File: src/rtl/cube_pkg.sv
package cube_pkg;
  localparam int unsigned CUBE_W_DEF = 8;
  localparam int unsigned CUBE_LAT   = 2;
  // binomial coefficient per term: a^3, a^2b, ab^2, b^3
  function automatic int unsigned row_coef(input int unsigned k);
    return (k == 0 || k == 3) ? 1 : 3;
  endfunction
endpackage

File: src/rtl/cube_part_prod.sv
module cube_part_prod #(
  parameter int unsigned N = cube_pkg::CUBE_W_DEF,
  localparam int unsigned H = N / 2
) (
  input  logic         clk_i,
  input  logic         rst_ni,
  input  logic [N-1:0] m_i,
  input  logic         valid_i,
  output logic [H-1:0] a_o,
  output logic [H-1:0] b_o,
  output logic [N-1:0] aa_o,
  output logic [N-1:0] ab_o,
  output logic [N-1:0] bb_o,
  output logic         valid_o
);
  logic [H-1:0] a_w, b_w;
  assign a_w = m_i[N-1:H];
  assign b_w = m_i[H-1:0];

  always_ff @(posedge clk_i or negedge rst_ni)
    if (!rst_ni) valid_o <= 1'b0;
    else         valid_o <= valid_i;

  always_ff @(posedge clk_i) begin
    a_o  <= a_w;
    b_o  <= b_w;
    aa_o <= N'(a_w) * N'(a_w);
    ab_o <= N'(a_w) * N'(b_w);
    bb_o <= N'(b_w) * N'(b_w);
  end
endmodule

File: src/rtl/cube_row_sum.sv
module cube_row_sum #(
  parameter int unsigned N = cube_pkg::CUBE_W_DEF,
  localparam int unsigned H = N / 2,
  localparam int unsigned W = 3 * N,
  localparam int unsigned T = 3 * H
) (
  input  logic         clk_i,
  input  logic         rst_ni,
  input  logic [H-1:0] a_i,
  input  logic [H-1:0] b_i,
  input  logic [N-1:0] aa_i,
  input  logic [N-1:0] ab_i,
  input  logic [N-1:0] bb_i,
  input  logic         valid_i,
  output logic [W-1:0] cube_o,
  output logic         valid_o
);
  logic [T-1:0] term [4];
  logic [W-1:0] wtd  [4];
  logic [W-1:0] acc  [4];

  // geometric row: a^3, a^2b, ab^2, b^3
  assign term[0] = T'(aa_i) * T'(a_i);
  assign term[1] = T'(aa_i) * T'(b_i);
  assign term[2] = T'(ab_i) * T'(b_i);
  assign term[3] = T'(bb_i) * T'(b_i);

  for (genvar k = 0; k < 4; k++) begin : g_term
    if (cube_pkg::row_coef(k) == 3) begin : g_mid
      // top row plus doubled second row
      assign wtd[k] = (W'(term[k]) + (W'(term[k]) << 1)) << ((3 - k) * H);
    end else begin : g_end
      assign wtd[k] = W'(term[k]) << ((3 - k) * H);
    end
    if (k == 0) begin : g_a0
      assign acc[k] = wtd[k];
    end else begin : g_an
      assign acc[k] = acc[k-1] + wtd[k];
    end
  end

  always_ff @(posedge clk_i or negedge rst_ni)
    if (!rst_ni) valid_o <= 1'b0;
    else         valid_o <= valid_i;

  always_ff @(posedge clk_i) cube_o <= acc[3];
endmodule

File: src/rtl/cube_binom.sv
module cube_binom #(
  parameter int unsigned N = cube_pkg::CUBE_W_DEF,
  localparam int unsigned H = N / 2,
  localparam int unsigned W = 3 * N
) (
  input  logic         clk_i,
  input  logic         rst_ni,
  input  logic [N-1:0] m_i,
  input  logic         valid_i,
  output logic [W-1:0] cube_o,
  output logic         valid_o
);
  logic [H-1:0] a_q, b_q;
  logic [N-1:0] aa_q, ab_q, bb_q;
  logic         v_q;

  cube_part_prod #(.N(N)) u_prod (
    .clk_i, .rst_ni, .m_i, .valid_i,
    .a_o(a_q), .b_o(b_q), .aa_o(aa_q), .ab_o(ab_q), .bb_o(bb_q), .valid_o(v_q)
  );

  cube_row_sum #(.N(N)) u_sum (
    .clk_i, .rst_ni,
    .a_i(a_q), .b_i(b_q), .aa_i(aa_q), .ab_i(ab_q), .bb_i(bb_q), .valid_i(v_q),
    .cube_o, .valid_o
  );
endmodule

File: config.mk
export PLATFORM = sky130hd
export DESIGN_NAME = cube_binom
export DESIGN_NICKNAME = d
export VERILOG_FILES = /design/src/rtl/cube_pkg.sv /design/src/rtl/cube_part_prod.sv /design/src/rtl/cube_row_sum.sv /design/src/rtl/cube_binom.sv
export SDC_FILE = /design/constraint.sdc
export NUM_CORES = 1
export LEC_CHECK = 0
export BUFFER_PORTS_ARGS = -buffer_cell sky130_fd_sc_hd__buf_2
export CAP_MARGIN = 40
export CORE_MARGIN = 5
export CORE_UTILIZATION = 40
export DETAILED_ROUTE_END_ITERATION = 8
export SLEW_MARGIN = 20
export SYNTH_ARGS = -nofsm -noshare
export SYNTH_HDL_FRONTEND = slang
export SYNTH_SLANG_ARGS = --single-unit
File: constraint.sdc
create_clock -name clk_i -period 8.8 [get_ports clk_i]
set_input_delay 1.76 -clock clk_i [delete_from_list [all_inputs] [get_ports clk_i]]
set_output_delay 1.76 -clock clk_i [all_outputs]
set_load 0.05 [all_outputs]
# Yosys cells after proc, flatten, opt, wreduce, memory -nomap -nowiden
# Index checks and enable logic that the tools add are counted.
# totals
register_bits	58
output_inout_bits	25
word_cells	20
# classes
add_sub_neg	5
multipliers	7
# op_table
operator	count
8-bit by 4-bit multiplier with 12-bit output	4
12-bit by 13-bit adder with 14-bit output	2
24-bit by 12-bit adder with 24-bit output	1
24-bit by 18-bit adder with 24-bit output	1
24-bit adder	1
4-bit by 4-bit multiplier with 8-bit output	3

# Longest topological paths before layout
# Gate-level depths: netlist of the first run.
# logic_depth
ltp_word	5
ltp_mapped	32

# Modules after synthesis
# Synthesis of the first run repeated with hierarchy kept, for this count alone.
# unflattened
cells_unflattened	887
area_unflattened_um2	7965.1
# modules_own_cells
module	n_inst	cells_per_inst	area_per_inst_um2
cube_row_sum	1	756	6535.0
cube_part_prod	1	131	1430.1

# Worst setup path after synthesis of the first run
# Ideal clock, no wire load.
# synth_timing
path_type	register to register
from	reg u_prod.b_o[3]
to	reg u_sum.cube_o[22]
setup_time_ns	0.072
arrival_ns	7.055
required_ns	8.728
slack_ns	1.673
stages_incl_launch_ff	31
path_cell_list	dfxtp_1 -> clkbuf_1 -> nand2_1 -> fa_1 -> inv_1 -> fa_1 -> inv_1 -> fa_1 -> inv_1 -> ha_1 -> a21o_1 -> a21oi_1 -> o21bai_1 -> a21oi_1 -> nor2b_1 -> a221o_1 -> a21o_1 -> xor2_1 -> ha_1 -> ha_1 -> inv_1 -> fa_1 -> inv_1 -> ha_1 -> a21o_1 -> a221o_1 -> a21oi_1 -> a21oi_1 -> a311o_1 -> a21oi_1 -> xnor2_1
# synth_lines
element	line_no	rtl
start, declared	cube_part_prod.sv:10	output logic [H-1:0] b_o,
start signal, assigned	cube_part_prod.sv:26	b_o <= b_w;
end signal, assigned	cube_row_sum.sv:46	always_ff @(posedge clk_i) cube_o <= acc[3];
end, declared	cube_row_sum.sv:15	output logic [W-1:0] cube_o,

==> flow_metrics.py, run 1 <==
metrics = {
    "layout": {
        "multi_input_area_sq_um": 6070,
        "syn_to_final_growth_pct": 7.93,
        "diodes": 0,
        "regArea_sq_um": 1090,
        "final_nets": 1117,
        "num-fill-cells": 1842,
        "layoutNonFillerInstCount": 1119,
        "drive_above_1_share": 0.0565,
    },
    "clocking": {
        "clk_path_buf_depth": 2,
        "numCtsBuffers": 5,
        "postCtsHoldBufs": 0,
        "worstSkewPairLatency_ps": 320,
        "cts.sinks": 54,
        "cts_setup_buffers": 0,
        "clkSlewWorstSetupHoldPaths_ps": 70,
        "root_buffer": "clkbuf_16",
        "cts_resized": 0,
        "h-tree-depth": 2,
        "cts_tree": "done",
    },
    "floorplanning": {
        "num_rows": 50,
        "core_sq_um": 18800,
        "start_util": 0.408,
        "die_area_sq_um": 22000,
        "die_width_microns": 148,
        "num_io_pins": 36,
        "die_y_microns": 148,
    },
    "logic_synthesis": {
        "ys_seq_area_frac": 0.143,
        "synthCells": 846,
        "yosys_warnings": 0,
        "synth_cell_type_count": 51,
        "ys.flop_type": "dfxtp_1",
        "postSynth.asyncResetShare": 0.0370,
        "syn_avg_cell_area_sq_um": 9.04,
        "ys_seq_elements": 54,
        "syn-cell-area_sq_um": 7650,
        "synth_edf_count": 0,
    },
    "placed_design": {
        "gp_congestion": 0.829,
        "port_buffers": 35,
        "dp_hpwl_microns": 11500,
        "pre_cts_ws_ps": 1100,
        "place_inst": 1111,
    },
    "global_routing": {
        "grt.overflow.total": 0,
        "grt_max_degree": 26,
        "grt_pass1_vias": 5364,
        "antenna_found_initial": 0,
        "grt_usage": 0.135,
        "grt_pass1_wl_microns": 24800,
    },
    "worst_hold_path": {
        "hp-class": "flop to flop",
    },
    "critical_path": {
        "arrival_ps": 7970,
        "required_ps": 9040,
        "max_stage_delay_ps": 760,
        "worstSetupStartpoint": "u_prod.b_o[2]",
        "cp-end-kind": "flop",
        "worst-setup-path-type": "flop to flop",
        "critPathSlowestCell": "dfxtp_1",
        "r2r_slack_ps": 1070,
        "critPathCapture": "u_sum.cube_o[22]",
        "r2r_end": "u_sum.cube_o[22]",
        "rr_worst_depth": 30,
        "rr_startpoint": "u_prod.b_o[2]",
        "critPathLaunchType": "flop",
        "crit_fanout": 22,
    },
    "sta": {
        "hold_violations": 0,
        "rsz0062_at_grt": "false",
        "slew_headroom": 0.469,
        "max_freq_mhz": 129,
        "layout_min_cycle_time_ps": 7730,
        "skew_ps": 11.3,
        "drv_slew": 0,
        "tightestPinTransition_ps": 795,
        "fin_crit_sh": 0.878,
        "fin_setup_tns_ps": 0,
        "fin_ws_ps": 1070,
        "finalSetupViolations": 0,
    },
    "outcome": {
        "outcome": "complete, no violations",
    },
    "detailed_routing": {
        "via_per_inst": 4.79,
        "vias": 5364,
        "remaining_drc_errors": 0,
        "drt_iter0_drc": 175,
        "postRouteAntennaNets": 0,
        "totalWireLength_microns": 13600,
        "wl_per_cell_microns": 12.2,
        "dr.pass1.iters": 4,
    },
    "flow_run": {
        "maxCapViolCount": 0,
    },
}
==> worst max-delay path: cells and delay by family, from the launching register on <==
kind            cells  cell delay, ps
buf+inv             4             210
fa+ha+maj           8            3350
simple gates        5             980
compound gates     10            1820
flops               1             760
xor+xnor            3             570
==> metrics by stage <==
step           utilization  cell area (sq um)  hold WS (ps)
6_report             0.440               8260           355
3_3_place_gp         0.432               8100           335
5_1_grt              0.440               8260           376
2_1_floorplan            -               7670           331
4_1_cts              0.440               8260           360
3_5_place_dp         0.432               8100           344
==> layout make-up <==
cell class / count / area share
sequential: 54 / 0.132
inverter: 126 / 0.0573
tap: 234 / 0.0355
multi-input combinational: 662 / 0.735
clock buffer: 5 / 0.0152
timing repair buffer: 35 / 0.0212
clock inverter: 3 / 0.00349
==> logic make-up after synthesis <==
logic type	Yosys count	share of synthesized area
other	2	0.000982
and+or+nand+nor	224	0.158
AOI/OAI and AO/OA	136	0.116
buffers and inverters	135	0.0662
xor gates and xnor gates	69	0.0815
DFF	54	0.143
muxes	4	0.00523
adders and majority gates	222	0.429
==> registers in the layout, indices dropped and copies added, names as in the netlist <==
| name | flops |
|---|---|
| u_prod.a_o | 4 |
| u_prod.aa_o | 6 |
| u_prod.ab_o | 8 |
| u_prod.b_o | 3 |
| u_prod.bb_o | 7 |
| u_prod.valid_o | 1 |
| u_sum.cube_o | 24 |
| u_sum.valid_o | 1 |
==> metal layers <==
metal  GRT usage  wire [microns]
met1       0.197            7180
met5           0               0
met3      0.0201             403
met4      0.0374             251
met2       0.209            5770
==> worst min path at each step <==
stage	start	depth (start not counted)	to	slack, ps
3_3_place_gp	u_prod.valid_o	0	u_sum.valid_o	340
3_5_place_dp	u_prod.valid_o	0	u_sum.valid_o	340
5_1_grt	u_prod.valid_o	0	u_sum.valid_o	380
4_1_cts	u_prod.valid_o	0	u_sum.valid_o	360
2_1_floorplan	u_prod.valid_o	0	u_sum.valid_o	330
6_report	u_prod.valid_o	0	u_sum.valid_o	350
==> synth_stat cells (6+ instances only) <==
cell type,count,area share
nor2b_1,14,0.011
dfxtp_1,52,0.14
a21oi_1,45,0.029
ha_1,155,0.25
clkbuf_1,9,0.0044
o21ai_1,19,0.012
fa_1,67,0.18
inv_1,125,0.061
o21a_1,6,0.0059
nand2b_1,7,0.0057
a21o_1,32,0.031
o21ai_0,6,0.0039
nand2_1,57,0.028
xnor2_1,48,0.055
xor2_1,20,0.023
and2_1,99,0.081
nor2_1,25,0.012
==> cells in the final DEF (no fill, tap or decap), drive strengths merged, types with 2 or more instances in the layout <==
cell type and n:
xor2 20, a31oi 2, inv 128, conb 7, ha 155, o21bai 5, nand2b 7, or3 3
and3 5, xnor2 49, a21o 32, a221oi 2, o31a 4, a221o 2, buf 35, and2 99
a21oi 45, a211o 3, nor2 26, dfrtp 2, clkbuf 5, nand4b 2, fa 67, o21ai 25
nor3 4, nor2b 15, o21a 6, dfxtp 52, nand2 57, mux2i 4, nand4 2
Power of run 1 is not shown: default switching activity piles up to over one toggle a cycle in this logic, so the estimate is an artifact.
==> inputs of run 2 (changes only) <==
--- a/config.mk
+++ b/config.mk
@@ -7,7 +7,7 @@
 export LEC_CHECK = 0
 export BUFFER_PORTS_ARGS = -buffer_cell sky130_fd_sc_hd__buf_2
 export CAP_MARGIN = 40
-export CORE_MARGIN = 5
+export CORE_MARGIN = 2
 export CORE_UTILIZATION = 40
 export DETAILED_ROUTE_END_ITERATION = 8
 export SLEW_MARGIN = 20
==> constraint.sdc (replaced) <==
create_clock -name clk_i -period 7.3 [get_ports clk_i]
set_input_delay 0.365 -clock clk_i [delete_from_list [all_inputs] [get_ports clk_i]]
set_output_delay 0.365 -clock clk_i [all_outputs]
set_load 0.05 [all_outputs]
==> run 2 against run 1 <==
Utilization increased by 1.4 points. Critical path depth stayed put. Hold slack got worse by 190 ps. Global-route usage increased by 1.1 points. Wire length is 2.1% higher. Clock skew decreased by 1.4 ps. Sequential cell count unchanged. Clock-buffer cell count is the same.
==> flow_metrics.py, run 2 (synthesized netlist as in run 1, its figures left out) <==
metrics = {
    "critical_path": {
        "crit_fanout": 13,
        "required_ps": 7540,
        "worst-setup-path-type": "flop to flop",
        "cp-end-kind": "flop",
        "arrival_ps": 7300,
        "rr_startpoint": "u_prod.b_o[3]",
        "r2r_slack_ps": 240,
        "worstSetupStartpoint": "u_prod.b_o[3]",
        "critPathSlowestCell": "fa_1",
        "max_stage_delay_ps": 530,
        "rr_worst_depth": 30,
        "r2r_end": "u_sum.cube_o[22]",
        "critPathLaunchType": "flop",
    },
    "flow_run": {
        "maxCapViolCount": 0,
    },
    "sta": {
        "hold_violations": 0,
        "fin_crit_sh": 0.967,
        "tightestPinTransition_ps": 532,
        "layout_min_cycle_time_ps": 7060,
        "max_freq_mhz": 142,
        "slew_headroom": 0.644,
        "skew_ps": 9.92,
        "drv_slew": 0,
        "finalSetupViolations": 0,
    },
    "layout": {
        "largest_reg_flops": 24,
        "syn_to_final_growth_pct": 11.0,
        "reg_top3": "u_sum.cube_o x24, u_prod.ab_o x8, u_prod.bb_o x7",
        "layout_commonest_cell": "ha_1",
        "diodes": 0,
        "layout.cells.most_common_list": "149 x ha_1, 125 x inv_1, 99 x and2_1",
        "drive_above_1_share": 0.0912,
        "final_nets": 1131,
        "top_register": "u_sum.cube_o",
        "layoutNonFillerInstCount": 1133,
    },
    "detailed_routing": {
        "remaining_drc_errors": 0,
        "dr.pass1.iters": 4,
        "postRouteAntennaNets": 0,
        "vias": 5419,
        "wl_per_cell_microns": 12.3,
        "drt_iter0_drc": 155,
        "totalWireLength_microns": 13900,
        "via_per_inst": 4.78,
    },
    "floorplanning": {
        "die_y_microns": 142,
        "core_sq_um": 18700,
        "num_rows": 50,
        "num_io_pins": 36,
        "start_util": 0.409,
        "die_width_microns": 142,
        "die_area_sq_um": 20200,
    },
    "global_routing": {
        "grt_usage": 0.146,
        "grt_pass1_wl_microns": 24200,
        "grt_pass1_vias": 5419,
        "antenna_found_initial": 0,
        "grt_max_degree": 20,
        "grt.overflow.total": 0,
    },
    "worst_hold_path": {
        "whs_path_depth": 1,
        "min_from": "valid_i",
        "worstHoldEndpoint": "u_prod.valid_o",
        "hp-class": "input pin to flop",
    },
    "clocking": {
        "h-tree-depth": 2,
        "cts.sinks": 54,
        "clkSlewWorstSetupHoldPaths_ps": 80,
        "clk_path_buf_depth": 2,
        "cts_tree": "done",
        "worstSkewPairLatency_ps": 310,
        "root_buffer": "clkbuf_16",
        "numCtsBuffers": 5,
    },
    "placed_design": {
        "dp_hpwl_microns": 11700,
        "place_inst": 1122,
        "gp_congestion": 0.815,
        "port_buffers": 35,
    },
    "outcome": {
        "outcome": "complete, no violations",
    },
}
run 2: area by class of cell:
| cell class | count | area [sq um] |
|---|---|---|
| fill | 1849 | 10200 |
| tap | 234 | 293 |
| clock inverter | 3 | 26.3 |
| inverter | 126 | 473 |
| multi-input combinational | 662 | 6190 |
| clock buffer | 5 | 125 |
| sequential | 54 | 1090 |
| timing repair buffer | 49 | 290 |
run 2: how the worst max path moves through the flow:
| stage | cells past startpoint | slack, ps | endpoint |
|---|---|---|---|
| final | 30 | 240 | u_sum.cube_o[22] |
| after global routing | 32 | -40 | u_sum.cube_o[22] |
| after CTS | 31 | 1 | u_sum.cube_o[22] |
| after detailed placement | 31 | 40 | u_sum.cube_o[22] |
| after global placement | 31 | 130 | u_sum.cube_o[22] |
| after floorplan | 30 | 170 | u_sum.cube_o[22] |
run 2: layer usage:
metal / GRT usage / up-vias / share of wire
met5: 0 / - / 0
met4: 0.0349 / 0 / 0.013
met3: 0.0205 / 12 / 0.028
met2: 0.238 / 54 / 0.44
met1: 0.205 / 2495 / 0.52
li1: - / 2858 / -
run 2: what timing repair did:
action	4_1_cts	5_1_grt
pin swaps	1	6
endpoints found under the hold margin	2	0
cloned	0	0
buffers inserted	2	0
hold buffers	1	0
setup endpoints to repair	1	4
gates resized for setup	2	22
run 2: worst max-delay path: cells and delay by family, from the launching register on:
| kind | cells | cell delay, ps |
|---|---|---|
| buffers and inverters | 6 | 490 |
| AO/OA/AOI/OAI | 12 | 2640 |
| XOR/XNOR | 2 | 270 |
| AND/OR/NAND/NOR | 2 | 280 |
| flip-flops | 1 | 340 |
| adder cells (fa/ha/maj) | 8 | 2960 |
run 2: per-stage QoR:
step	util	hold WS (ps)	area (sq um)	worst slack (ps)	TNS, ps
after floorplan	-	69.4	7670	173	0
after global placement	0.438	152	8190	133	0
after detailed placement	0.438	152	8190	45.0	0
after CTS	0.448	154	8380	1.03	0
after global routing	0.454	150	8490	-37.5	-37.5
final	0.454	161	8490	240	0
Power of run 2 is left out for the same reason.
==> inputs of run 3 (changes only) <==
==> constraint.sdc (replaced) <==
create_clock -name clk_i -period 8.19 [get_ports clk_i]
set_input_delay 0.4095 -clock clk_i [delete_from_list [all_inputs] [get_ports clk_i]]
set_output_delay 0.4095 -clock clk_i [all_outputs]
set_load 0.05 [all_outputs]
==> run 3 against run 2 <==
Via count fell by 0.89%. Cell area down 2.5%. Hold slack improved by 44 ps. First-iteration DRC count up 3.9%. Wire length fell by 2.4%. Final cell count is 1.1% lower. Highest routed layer unchanged. Fmax decreased by 5.4%. Critical path type unchanged. Clock-buffer cell count unchanged. Utilization decreased by 1.2 points.
==> flow_metrics.py, run 3 (synthesized netlist as in run 1, its figures left out) <==
metrics = {
    "outcome": {
        "outcome": "complete, no violations",
    },
    "sta": {
        "finalSetupViolations": 0,
        "slew_headroom": 0.460,
        "drv_slew": 0,
        "fin_setup_tns_ps": 0,
        "skew_ps": 11.7,
        "hold_violations": 0,
        "fin_crit_sh": 0.912,
        "rsz0062_at_grt": "false",
        "tightestPinTransition_ps": 809,
        "max_freq_mhz": 134,
        "layout_min_cycle_time_ps": 7470,
    },
    "clocking": {
        "cts_tree": "done",
        "root_buffer": "clkbuf_16",
        "cts_setup_buffers": 0,
        "h-tree-depth": 2,
        "clkSlewWorstSetupHoldPaths_ps": 80,
        "clk_path_buf_depth": 2,
        "numCtsBuffers": 5,
        "worstSkewPairLatency_ps": 310,
        "cts.sinks": 54,
    },
    "placed_design": {
        "gp_congestion": 0.765,
        "dp_hpwl_microns": 11500,
        "port_buffers": 35,
    },
    "critical_path": {
        "cp_num_buf_inv": 5,
        "r2r_slack_ps": 720,
        "worst-setup-path-type": "flop to flop",
        "required_ps": 8430,
        "arrival_ps": 7700,
        "critPathLaunchType": "flop",
        "crit_fanout": 22,
        "rr_startpoint": "u_prod.b_o[3]",
        "critPathSlowestCell": "fa_1",
        "path_delay_family": "adder cells",
        "cp-end-kind": "flop",
        "worstSetupStartpoint": "u_prod.b_o[3]",
        "max_stage_delay_ps": 560,
    },
    "global_routing": {
        "grt_pass1_vias": 5293,
        "grt.overflow.total": 0,
        "antenna_found_initial": 0,
        "grt_usage": 0.146,
        "grt_max_degree": 26,
        "grt_pass1_wl_microns": 24300,
    },
    "flow_run": {
        "maxCapViolCount": 0,
    },
    "floorplanning": {
        "die_area_sq_um": 20200,
        "num_rows": 50,
        "die_y_microns": 142,
        "num_io_pins": 36,
        "start_util": 0.409,
        "core_sq_um": 18700,
        "die_width_microns": 142,
    },
    "detailed_routing": {
        "drt_iter0_drc": 161,
        "via_per_inst": 4.79,
        "postRouteAntennaNets": 0,
        "remaining_drc_errors": 0,
        "dr.pass1.iters": 4,
        "wl_per_cell_microns": 12.1,
        "totalWireLength_microns": 13600,
        "vias": 5371,
    },
    "layout": {
        "reg_top3": "u_sum.cube_o x24, u_prod.ab_o x8, u_prod.bb_o x7",
        "drive_above_1_share": 0.0598,
        "syn_to_final_growth_pct": 8.16,
        "top_register": "u_sum.cube_o",
        "final_nets": 1119,
        "layout.cells.most_common_list": "155 x ha_1, 125 x inv_1, 99 x and2_1",
        "layout_commonest_cell": "ha_1",
        "largest_reg_flops": 24,
        "diodes": 0,
    },
    "worst_hold_path": {
        "hp-class": "input pin to flop",
        "min_from": "valid_i",
    },
}
## run 3: changes by cell type in the layout (fill, tap and decap cells not counted), sizes merged
cell | before | now
buf | 48 | 36
## run 3: what timing repair did
item	4_1_cts	5_1_grt
hold endpoints to repair	2	0
endpoints found under the setup margin	0	1
resized for setup	0	2
hold buffers	1	0
## run 3: area by class of cell
| cell class | count | area (sq um) |
|---|---|---|
| Fill cell | 1832 | 10400 |
| Multi-Input combinational cell | 662 | 6070 |
| Sequential cell | 54 | 1090 |
| Inverter | 126 | 473 |
| Tap cell | 234 | 293 |
| Timing Repair Buffer | 37 | 193 |
| Clock buffer | 5 | 125 |
| Clock inverter | 3 | 26.3 |
## run 3: worst paths after layout
path	to	cells past startpoint
max in group asynchronous	u_sum.valid_o	2
hold reg to reg	u_sum.valid_o	0
hold / removal	u_prod.valid_o	1
setup reg to reg	u_sum.cube_o[22]	29
min in group asynchronous	u_prod.valid_o	2
setup / recovery	u_sum.cube_o[22]	29
## run 3: per-stage QoR
| stage | utilization | hold WS (ps) | setup slack [ps] | area, sq um | cells |
|---|---|---|---|---|---|
| final | 0.442 | 205 | 724 | 8270 | 1121 |
| after global routing | 0.442 | 189 | 232 | 8270 | 1121 |
| after CTS | 0.442 | 194 | 457 | 8270 | 1121 |
| after detailed placement | 0.434 | 198 | 468 | 8110 | 1112 |
| after global placement | 0.434 | 196 | 639 | 8110 | 1112 |
| after floorplan | - | 114 | 1060 | 7670 | 851 |
## run 3: per-layer routing
metal / global-route usage / wire length, microns
met4: 0.0287 / 127
met5: 0 / 0
met2: 0.238 / 5890
met1: 0.208 / 7260
met3: 0.0205 / 286
Power of run 3 is left out for the same reason.
